### src/rtl/ostmr_pkg.sv
package ostmr_pkg;
  localparam int OFS_COUNT  = 'h10;
  localparam int OFS_STATUS = 'h14;
  localparam int OFS_WDOG   = 'h18;
  localparam int OFS_IENA   = 'h1C;

  typedef enum logic [2:0] {
    SEL_NONE,
    SEL_MATCH,
    SEL_COUNT,
    SEL_STATUS,
    SEL_WDOG,
    SEL_IENA
  } reg_sel_e;
endpackage

### src/rtl/ostmr_decode.sv
module ostmr_decode
  import ostmr_pkg::*;
#(
  parameter int AW     = 8,
  parameter int NUM_CH = 4
) (
  input  logic [AW-1:0]                 addr,
  output reg_sel_e                      sel,
  output logic [$clog2(NUM_CH)-1:0]     ch
);
  localparam int CH_W = $clog2(NUM_CH);
  localparam logic [AW-1:0] MATCH_SPAN = AW'(NUM_CH * 4);

  always_comb begin
    sel = SEL_NONE;
    ch  = '0;
    if (addr[1:0] == 2'b00) begin
      if (addr < MATCH_SPAN) begin
        sel = SEL_MATCH;
        ch  = addr[2 +: CH_W];
      end else if (addr == AW'(OFS_COUNT)) begin
        sel = SEL_COUNT;
      end else if (addr == AW'(OFS_STATUS)) begin
        sel = SEL_STATUS;
      end else if (addr == AW'(OFS_WDOG)) begin
        sel = SEL_WDOG;
      end else if (addr == AW'(OFS_IENA)) begin
        sel = SEL_IENA;
      end
    end
  end
endmodule

### src/rtl/ostmr_counter.sv
module ostmr_counter #(
  parameter int DW = 32
) (
  input  logic          clk,
  input  logic          rst_n,
  input  logic          tick_en,
  input  logic          ld,
  input  logic [DW-1:0] ld_val,
  output logic [DW-1:0] cnt_q,
  output logic [DW-1:0] cnt_inc,
  output logic          adv
);
  logic [DW-1:0] cnt_nxt;

  assign cnt_inc = cnt_q + DW'(1);
  assign adv     = tick_en & ~ld;

  always_comb begin
    cnt_nxt = cnt_q;
    if (ld)       cnt_nxt = ld_val;
    else if (adv) cnt_nxt = cnt_inc;
  end

  always_ff @(posedge clk or negedge rst_n) begin
    if (!rst_n) cnt_q <= '0;
    else        cnt_q <= cnt_nxt;
  end

  // a load takes the written value, even with a tick present
  a_r2_load_value: assert property (@(posedge clk) disable iff (!rst_n)
    ld |=> (cnt_q == $past(ld_val)));
  // a tick steps the counter by exactly one
  a_r3_step_one: assert property (@(posedge clk) disable iff (!rst_n)
    (tick_en && !ld) |=> (cnt_q == $past(cnt_q) + DW'(1)));
  // without a tick or load the counter holds
  a_r3_hold: assert property (@(posedge clk) disable iff (!rst_n)
    (!tick_en && !ld) |=> $stable(cnt_q));
endmodule

### src/rtl/ostmr_chan.sv
module ostmr_chan #(
  parameter int DW = 32
) (
  input  logic          clk,
  input  logic          rst_n,
  input  logic          wr,
  input  logic [DW-1:0] wdata,
  input  logic          adv,
  input  logic [DW-1:0] cnt_inc,
  output logic [DW-1:0] cmp_q,
  output logic          hit
);
  logic [DW-1:0] cmp_nxt;

  always_comb begin
    cmp_nxt = cmp_q;
    if (wr) cmp_nxt = wdata;
  end

  always_ff @(posedge clk or negedge rst_n) begin
    if (!rst_n) cmp_q <= '0;
    else        cmp_q <= cmp_nxt;
  end

  assign hit = adv & (cnt_inc == cmp_q);
endmodule

### src/rtl/ostmr_ctrl.sv
module ostmr_ctrl #(
  parameter int DW      = 32,
  parameter int NUM_CH  = 4,
  parameter int IE_W    = 12,
  parameter int WDOG_CH = 3
) (
  input  logic              clk,
  input  logic              rst_n,
  input  logic [NUM_CH-1:0] hit,
  input  logic              st_wr,
  input  logic              ie_wr,
  input  logic              wd_wr,
  input  logic [DW-1:0]     wdata,
  output logic [NUM_CH-1:0] st_q,
  output logic [IE_W-1:0]   ie_q,
  output logic [DW-1:0]     wd_q,
  output logic              rst_req_q
);
  logic [NUM_CH-1:0] st_nxt, st_set, st_clr;
  logic [IE_W-1:0]   ie_nxt;
  logic [DW-1:0]     wd_nxt;
  logic              fire;

  assign st_set = hit & ie_q[NUM_CH-1:0];
  assign st_clr = st_wr ? (wdata[NUM_CH-1:0] & st_q) : '0;
  assign fire   = hit[WDOG_CH] & wd_q[0];

  always_comb begin
    st_nxt = (st_q & ~st_clr) | st_set;
    ie_nxt = ie_wr ? wdata[IE_W-1:0] : ie_q;
    if (fire)       wd_nxt = '0;
    else if (wd_wr) wd_nxt = wdata;
    else            wd_nxt = wd_q;
  end

  always_ff @(posedge clk or negedge rst_n) begin
    if (!rst_n) begin
      st_q      <= '0;
      ie_q      <= '0;
      wd_q      <= '0;
      rst_req_q <= 1'b0;
    end else begin
      st_q      <= st_nxt;
      ie_q      <= ie_nxt;
      wd_q      <= wd_nxt;
      rst_req_q <= fire;
    end
  end

  // a status bit may only rise on an enabled hit
  a_r5_no_trace: assert property (@(posedge clk) disable iff (!rst_n)
    1'b1 |=> ((st_q & ~$past(st_q) & ~$past(hit & ie_q[NUM_CH-1:0])) == '0));
  // ones written to status (no coincident hit) leave those bits clear
  a_r6_clear_ones: assert property (@(posedge clk) disable iff (!rst_n)
    (st_wr && hit == '0) |=> ((st_q & $past(wdata[NUM_CH-1:0])) == '0));
  // the reset request never lasts beyond one cycle
  a_r8_one_cycle: assert property (@(posedge clk) disable iff (!rst_n)
    rst_req_q |=> !rst_req_q);
  // the watchdog is disarmed whenever the request is raised
  a_r8_disarm: assert property (@(posedge clk) disable iff (!rst_n)
    rst_req_q |-> (wd_q[0] == 1'b0));
endmodule

### src/rtl/ostmr_top.sv
module ostmr_top
  import ostmr_pkg::*;
#(
  parameter int DW      = 32,
  parameter int AW      = 8,
  parameter int NUM_CH  = 4,
  parameter int IE_W    = 12,
  parameter int WDOG_CH = 3
) (
  input  logic              clk,
  input  logic              rst_n,
  input  logic              tick_en,
  input  logic [AW-1:0]     reg_addr,
  input  logic              reg_wr,
  input  logic [DW-1:0]     reg_wdata,
  output logic [DW-1:0]     reg_rdata,
  output logic [NUM_CH-1:0] irq,
  output logic              rst_req
);
  localparam int CH_W = $clog2(NUM_CH);

  reg_sel_e          sel;
  logic [CH_W-1:0]   ch;
  logic [DW-1:0]     cnt_q, cnt_inc;
  logic              adv;
  logic [DW-1:0]     cmp_q [NUM_CH];
  logic [NUM_CH-1:0] hit;
  logic [NUM_CH-1:0] st_q;
  logic [IE_W-1:0]   ie_q;
  logic [DW-1:0]     wd_q;

  ostmr_decode #(.AW(AW), .NUM_CH(NUM_CH)) u_dec (
    .addr (reg_addr),
    .sel  (sel),
    .ch   (ch)
  );

  ostmr_counter #(.DW(DW)) u_cnt (
    .clk     (clk),
    .rst_n   (rst_n),
    .tick_en (tick_en),
    .ld      (reg_wr && sel == SEL_COUNT),
    .ld_val  (reg_wdata),
    .cnt_q   (cnt_q),
    .cnt_inc (cnt_inc),
    .adv     (adv)
  );

  for (genvar gi = 0; gi < NUM_CH; gi++) begin : g_chan
    ostmr_chan #(.DW(DW)) u_chan (
      .clk     (clk),
      .rst_n   (rst_n),
      .wr      (reg_wr && sel == SEL_MATCH && ch == CH_W'(gi)),
      .wdata   (reg_wdata),
      .adv     (adv),
      .cnt_inc (cnt_inc),
      .cmp_q   (cmp_q[gi]),
      .hit     (hit[gi])
    );
  end

  ostmr_ctrl #(.DW(DW), .NUM_CH(NUM_CH), .IE_W(IE_W), .WDOG_CH(WDOG_CH)) u_ctrl (
    .clk       (clk),
    .rst_n     (rst_n),
    .hit       (hit),
    .st_wr     (reg_wr && sel == SEL_STATUS),
    .ie_wr     (reg_wr && sel == SEL_IENA),
    .wd_wr     (reg_wr && sel == SEL_WDOG),
    .wdata     (reg_wdata),
    .st_q      (st_q),
    .ie_q      (ie_q),
    .wd_q      (wd_q),
    .rst_req_q (rst_req)
  );

  always_comb begin
    case (sel)
      SEL_MATCH:  reg_rdata = cmp_q[ch];
      SEL_COUNT:  reg_rdata = cnt_q;
      SEL_STATUS: reg_rdata = {{(DW-NUM_CH){1'b0}}, st_q};
      SEL_WDOG:   reg_rdata = wd_q;
      SEL_IENA:   reg_rdata = {{(DW-IE_W){1'b0}}, ie_q};
      default:    reg_rdata = '0;
    endcase
  end

  assign irq = st_q;

  // an interrupt line only rises after an enabled hit on its channel
  a_r4_irq_cause: assert property (@(posedge clk) disable iff (!rst_n)
    1'b1 |=> ((irq & ~$past(irq) & ~$past(hit & ie_q[NUM_CH-1:0])) == '0));
endmodule

### config.mk
export PLATFORM = sky130hd
export DESIGN_NAME = ostmr_top
export DESIGN_NICKNAME = d
export VERILOG_FILES = /design/src/rtl/ostmr_pkg.sv /design/src/rtl/ostmr_decode.sv /design/src/rtl/ostmr_counter.sv /design/src/rtl/ostmr_chan.sv /design/src/rtl/ostmr_ctrl.sv /design/src/rtl/ostmr_top.sv
export SDC_FILE = /design/constraint.sdc
export NUM_CORES = 1
export LEC_CHECK = 0
export ABC_CLOCK_PERIOD_IN_PS = 4630
export BUFFER_PORTS_ARGS = -buffer_cell sky130_fd_sc_hd__buf_4
export CORE_MARGIN = 5
export CORE_UTILIZATION = 62
export CTS_CLUSTER_SIZE = 12
export DETAILED_ROUTE_END_ITERATION = 10
export PLACE_DENSITY = 0.8
export SYNTH_ARGS = -nofsm -noshare
export SYNTH_HDL_FRONTEND = slang
export SYNTH_SLANG_ARGS = --single-unit
### constraint.sdc
create_clock -name clk -period 4.63 [get_ports clk]
set_input_delay 0.463 -clock clk [delete_from_list [all_inputs] [get_ports clk]]
set_output_delay 0.463 -clock clk [all_outputs]
set_load 0.01 [all_outputs]
# --- Word level (Yosys, flattened, before mapping) ---
# Cells that the tools add are included.
word_totals:
  ff_bits: 209
  inputBits: 44
  output_inout_bits: 37
  word_cells: 71
classes:
  n_mux: 17
  add_sub_neg: 1
  n_eq_ne: 16
  bitwise_logic: 13
  magnitude_cmp: 2
  reduce_logical: 13
op_table:
  columns: ["op", "count"]
  rows:
  - ["two-way mux 32 bit", 6]
  - ["case mux 32 bit (5 select lines)", 1]
  - ["== test 32 bit", 4]
  - ["binary-select mux 32 bit (select 2 bit)", 1]
  - ["adder 32 x 1 -> 32 bit, second input constant", 1]
  - ["== test 8 x 5 -> 1 bit, second input constant", 4]
  - ["two-way mux 3 bit", 6]
  - ["bitwise AND 4 bit", 3]
  - ["logical AND 1 bit", 9]
  - ["< comparator 8 x 5 -> 1 bit, second input constant", 1]
  - ["bitwise AND 1 bit", 6]
  - ["== test 3 x 2 -> 1 bit, second input constant", 2]
  - ["== test 3 bit, second input constant", 2]
  - ["== test 2 bit, second input constant", 2]
  - ["logical NOT 2 bit", 2]
  - ["two-way mux 2 bit", 2]
  - ["two-way mux 4 bit", 1]
  - ["inverter 4 bit", 1]
  - ["OR 4 bit", 1]
  - ["nonzero test 2 bit", 2]
  - ["== test 3 x 1 -> 1 bit, second input constant", 1]
  - [">= comparator 3 bit, second input constant", 1]
  - ["inverter 2 -> 3 bit", 1]
  - ["== test 2 x 1 -> 1 bit, second input constant", 1]
  - ["inverter 1 bit", 1]

# --- Longest topological paths before layout ---
logic_depth:
  word_depth: 14
  depth_mapped: 12
  ltp_nobuf: 9

# --- Cells and area by module ---
# A second synthesis with hierarchy kept.
hier_totals:
  cells_unflattened: 1114
  hier_area_um2: 12310.6
by_module_without_submodules:
  columns: ["module", "n_inst", "seq_area_each_um2", "area_per_inst_um2", "cells_each"]
  rows:
  - ["ostmr_chan", 4, 800.8, 1535.2, 112]
  - ["ostmr_counter", 1, 800.8, 2412.3, 302]
  - ["ostmr_ctrl", 1, 1226.2, 1989.4, 143]
  - ["ostmr_top", 1, 0.0, 1676.6, 211]
  - ["ostmr_decode", 1, 0.0, 91.3, 10]

# --- Worst setup path before layout ---
# Ideal clock, no wire load.
synth_timing:
  kind: "reg2reg"
  startpoint: "register u_cnt.cnt_q[1]"
  endpoint: "register u_ctrl.wd_q[10]"
  synth_period_minus_slack_ps: 3346
  setup_time_ps: 119
  arrival_ps: 3226
  slack_ps: 1284
  stages_incl_launch_ff: 12
  cell_sequence: "dfrtp_1 > ha_1 > nand4_2 > or4_4 > buf_6 > nor2_1 > xnor3_1 > o2111ai_1 > or4_4 > nor4_4 > buf_6 > a21oi_2"
synth_between:
  elab_chain_len: 5
synth_lines:
  columns: ["element", "line_no", "source"]
  rows:
  - ["start, declared", "ostmr_counter.sv:9", "output logic [DW-1:0] cnt_q,"]
  - ["start signal, assigned", "ostmr_counter.sv:26", "else cnt_q <= cnt_nxt;"]
  - ["adder 32 x 1 -> 32 bit (*)", "ostmr_counter.sv:15", "assign cnt_inc = cnt_q + DW'(1);"]
  - ["== test 32 bit (*)", "ostmr_chan.sv:25", "assign hit = adv & (cnt_inc == cmp_q);"]
  - ["bitwise AND 1 bit (*)", "ostmr_chan.sv:25", null]
  - ["bitwise AND 1 bit (*)", "ostmr_ctrl.sv:26", "assign fire = hit[WDOG_CH] & wd_q[0];"]
  - ["two-way mux 32 bit or nonzero test 2 bit (tied branches)", null, null]
  - ["end signal, assigned", "ostmr_ctrl.sv:45", "wd_q <= wd_nxt;"]
  - ["end, declared", "ostmr_ctrl.sv:16", "output logic [DW-1:0] wd_q,"]
# Mark *: on every way between the ends. The rest lies on a longest branch, timed or not.
# A chain may end at the register's enable or synchronous reset.

# --- Final worst setup path ---
layout_timing:
  startpoint: "register u_cnt.cnt_q[0]"
  endpoint: "register u_ctrl.wd_q[31]"
# The elaborated chain is that of the path after synthesis.

==> results.cfg <==
[placement]
place.gp.congestion = 1.030
port_buffers = 80
hpwl_um = 35930

[logic_synthesis]
synth_edf_count = 0
yosysTopAreaCellShare = 0.3869
ys_warn_count = 0
synth_cell_types = 79
syn_nets = 1384
ys_seq_elements = 209
synth.cell_area_sq_mm = 0.01352
synth_flop_cell = dfrtp_1
synth.most_common_cell = dfrtp_1
syn_area_per_cell_sq_um = 10.10
synth_seq_area_share = 0.3869
synthArstFlopShare = 1.000
synth_cells = 1339
synth_area_leaders = dfrtp_1, mux2_2, xnor2_1
yosysTopAreaCell = dfrtp_1
ys_top_cells_by_count = dfrtp_1, nand2_1, mux2_2, xnor2_1, nor2_1

[run]
max_cap_viol_count = 0

[finish]
final.fill_count = 1595
regArea_sq_mm = 0.005230
antenna_cells = 0
fin_nets = 1427
multiInputGateArea_sq_mm = 0.007821
drive_above_1_share = 0.2723
area_growth_pct = 11.27

[power]
irDropWorstVdd_mv = 0.3765
power_density_mw_per_mm2 = 336.8
p_leak_uw = 0.006603
p_sw_frac = 0.3339
p_sw_uw = 1692
internal-power_uw = 3374
pwr-share-seq = 0.439
p_comb_frac = 0.236
power.share.clock = 0.325

[timing]
setup-tns-final_ns = 0
slew_viol_final = 0
clock_skew_ns = 0.007911
fmax_mhz = 241.4
setup_violations = 0
worst_pin_slew_ns = 0.8887
finalHoldViolations = 3
whs_ns = -0.01971
fin_crit_sh = 0.8948
rsz0062_at_grt = false
period_minus_slack_ns = 4.143
slew_headroom = 0.4075

[drt]
drt_iter0_drc = 1203
wl_per_cell_um = 29.47
postRouteAntennaNets = 0
drtPass1Iterations = 6
route.vias.total = 11609
viasPerCell = 6.943
drc = 0
routed_wl_um = 49280

[setup_path]
worstPathRequired_ns = 5.01
endpoint_kind = flop
critical_path_class = reg -> reg
r2r-end = u_ctrl.wd_q[31]
worst_ep_arrival_time_ns = 4.52
cp-startpoint = u_cnt.cnt_q[0]
r2r_setup_slack_ns = 0.49
worst-path-max-fanout = 19
r2r_cells = 10
timing.rr.start = u_cnt.cnt_q[0]
critPathLaunchType = flop

[min_path]
worstHoldPathType = in -> async

[floorplan]
rows = 54
die_h_um = 157.7
start_util = 0.6252
die_x_um = 157.7
io_pins = 81
core-area_sq_mm = 0.02162
die-area_sq_mm = 0.02486

[grt]
first_global_vias = 11528
grt_max_degree = 106
grt_first_pass_wirelength_um = 74860
overflow = 0
antenna_found_initial = 0
grt_usage = 0.4026

[clock_network]
cts.sinks = 209
h-tree-depth = 1
cts_setup_buffers = 0
cts_resized = 0
cts_hold_buf = 0
clockBufferDepth = 3
root_buffer = clkbuf_16
clk_transition_reported_paths_ns = 0.06
cts_made_buffers = 22
clock_latency_ns = 0.52
cts_tree = done

[status]
status = finished with violations
violations = negative hold slack
## cell usage in the layout, fill, tap and decap left out, drive strengths merged, types with 8 or more instances in the layout
master  count
a21oi      80
a22oi      37
a31oi       8
and3       10
buf       120
clkbuf     32
dfrtp     209
inv        16
mux2      138
mux2i      10
mux4       32
nand2     150
nand3      73
nand4      25
nor2       83
nor3       17
nor4       24
o21ai      33
or3         9
xnor2      87
xor2       72
## metal layers
layer  up-vias  global-route usage  wire length [um]
li1       4960                   -                 -
met1      5869              0.5336             18870
met2       645              0.6777             24330
met3       135             0.06206              3875
met4         0              0.1422              2193
met5         -                   0                 0
## worst max path at each step
stage               cells after the start         endpoint  slack (ns)
floorplan                              11  u_ctrl.wd_q[10]        1.28
global placement                        9  u_ctrl.wd_q[31]        0.67
detailed placement                     10  u_ctrl.wd_q[31]        0.56
CTS                                    10  u_ctrl.wd_q[31]        0.56
global route                           10  u_ctrl.wd_q[31]        0.21
finish                                 10  u_ctrl.wd_q[31]        0.49
## critical path: stages (launching register included)
cell and delay [ns]:
dfrtp_1 0.60, ha_1 0.37, nand4_2 0.32, or4_4 0.71, nor2_1 0.25, xnor3_1 0.23, o2111ai_1 0.17, or4_4 0.54
nor4_4 0.27, buf_4 0.43, a21oi_1 0.08
## power groups by stage
stage	registers [uW]	clock network (uW)	logic [uW]
after global placement	2240	0	1150
after global routing	2240	1730	1270
after detailed placement	2250	0	1160
final	2230	1650	1190
after floorplan	2060	0	907
after CTS	2210	1660	1170
## kinds of logic after synthesis
logic type      Yosys count  synth area share
xor+xnor                162            0.1100
compound gates          236            0.1238
mux                     180            0.1757
flops                   209            0.3869
buf+inv                 118           0.03850
simple gates            433            0.1643
fa+ha+maj                 1         0.0009254
## metrics by stage
stage	power [uW]	std cells	setup slack, ns	utilization	instance area [sq um]
2_1_floorplan	2968	1339	1.284	-	13520
3_3_place_gp	3387	1638	0.6705	0.6661	14400
3_5_place_dp	3410	1638	0.5568	0.6661	14400
4_1_cts	5046	1672	0.5583	0.6957	15040
5_1_grt	5239	1672	0.2144	0.6957	15040
6_report	5066	1672	0.4872	0.6957	15040
## cell type report
cell class,instances,area share
sequential,209,0.3477
clock buffer,31,0.04159
timing repair buffer,121,0.06247
multi-input combinational,1012,0.5200
clock inverter,3,0.0009982
inverter,16,0.003993
tap,280,0.02329
## flip-flops by register name, indices dropped and copies added, names as in the netlist
signal and flops:
g_chan.u_chan.cmp_q 128, u_cnt.cnt_q 32, u_ctrl.wd_q 32, u_ctrl.ie_q 12, u_ctrl.st_q 4, u_ctrl.rst_req_q 1
(Power assumes the default switching activity.)
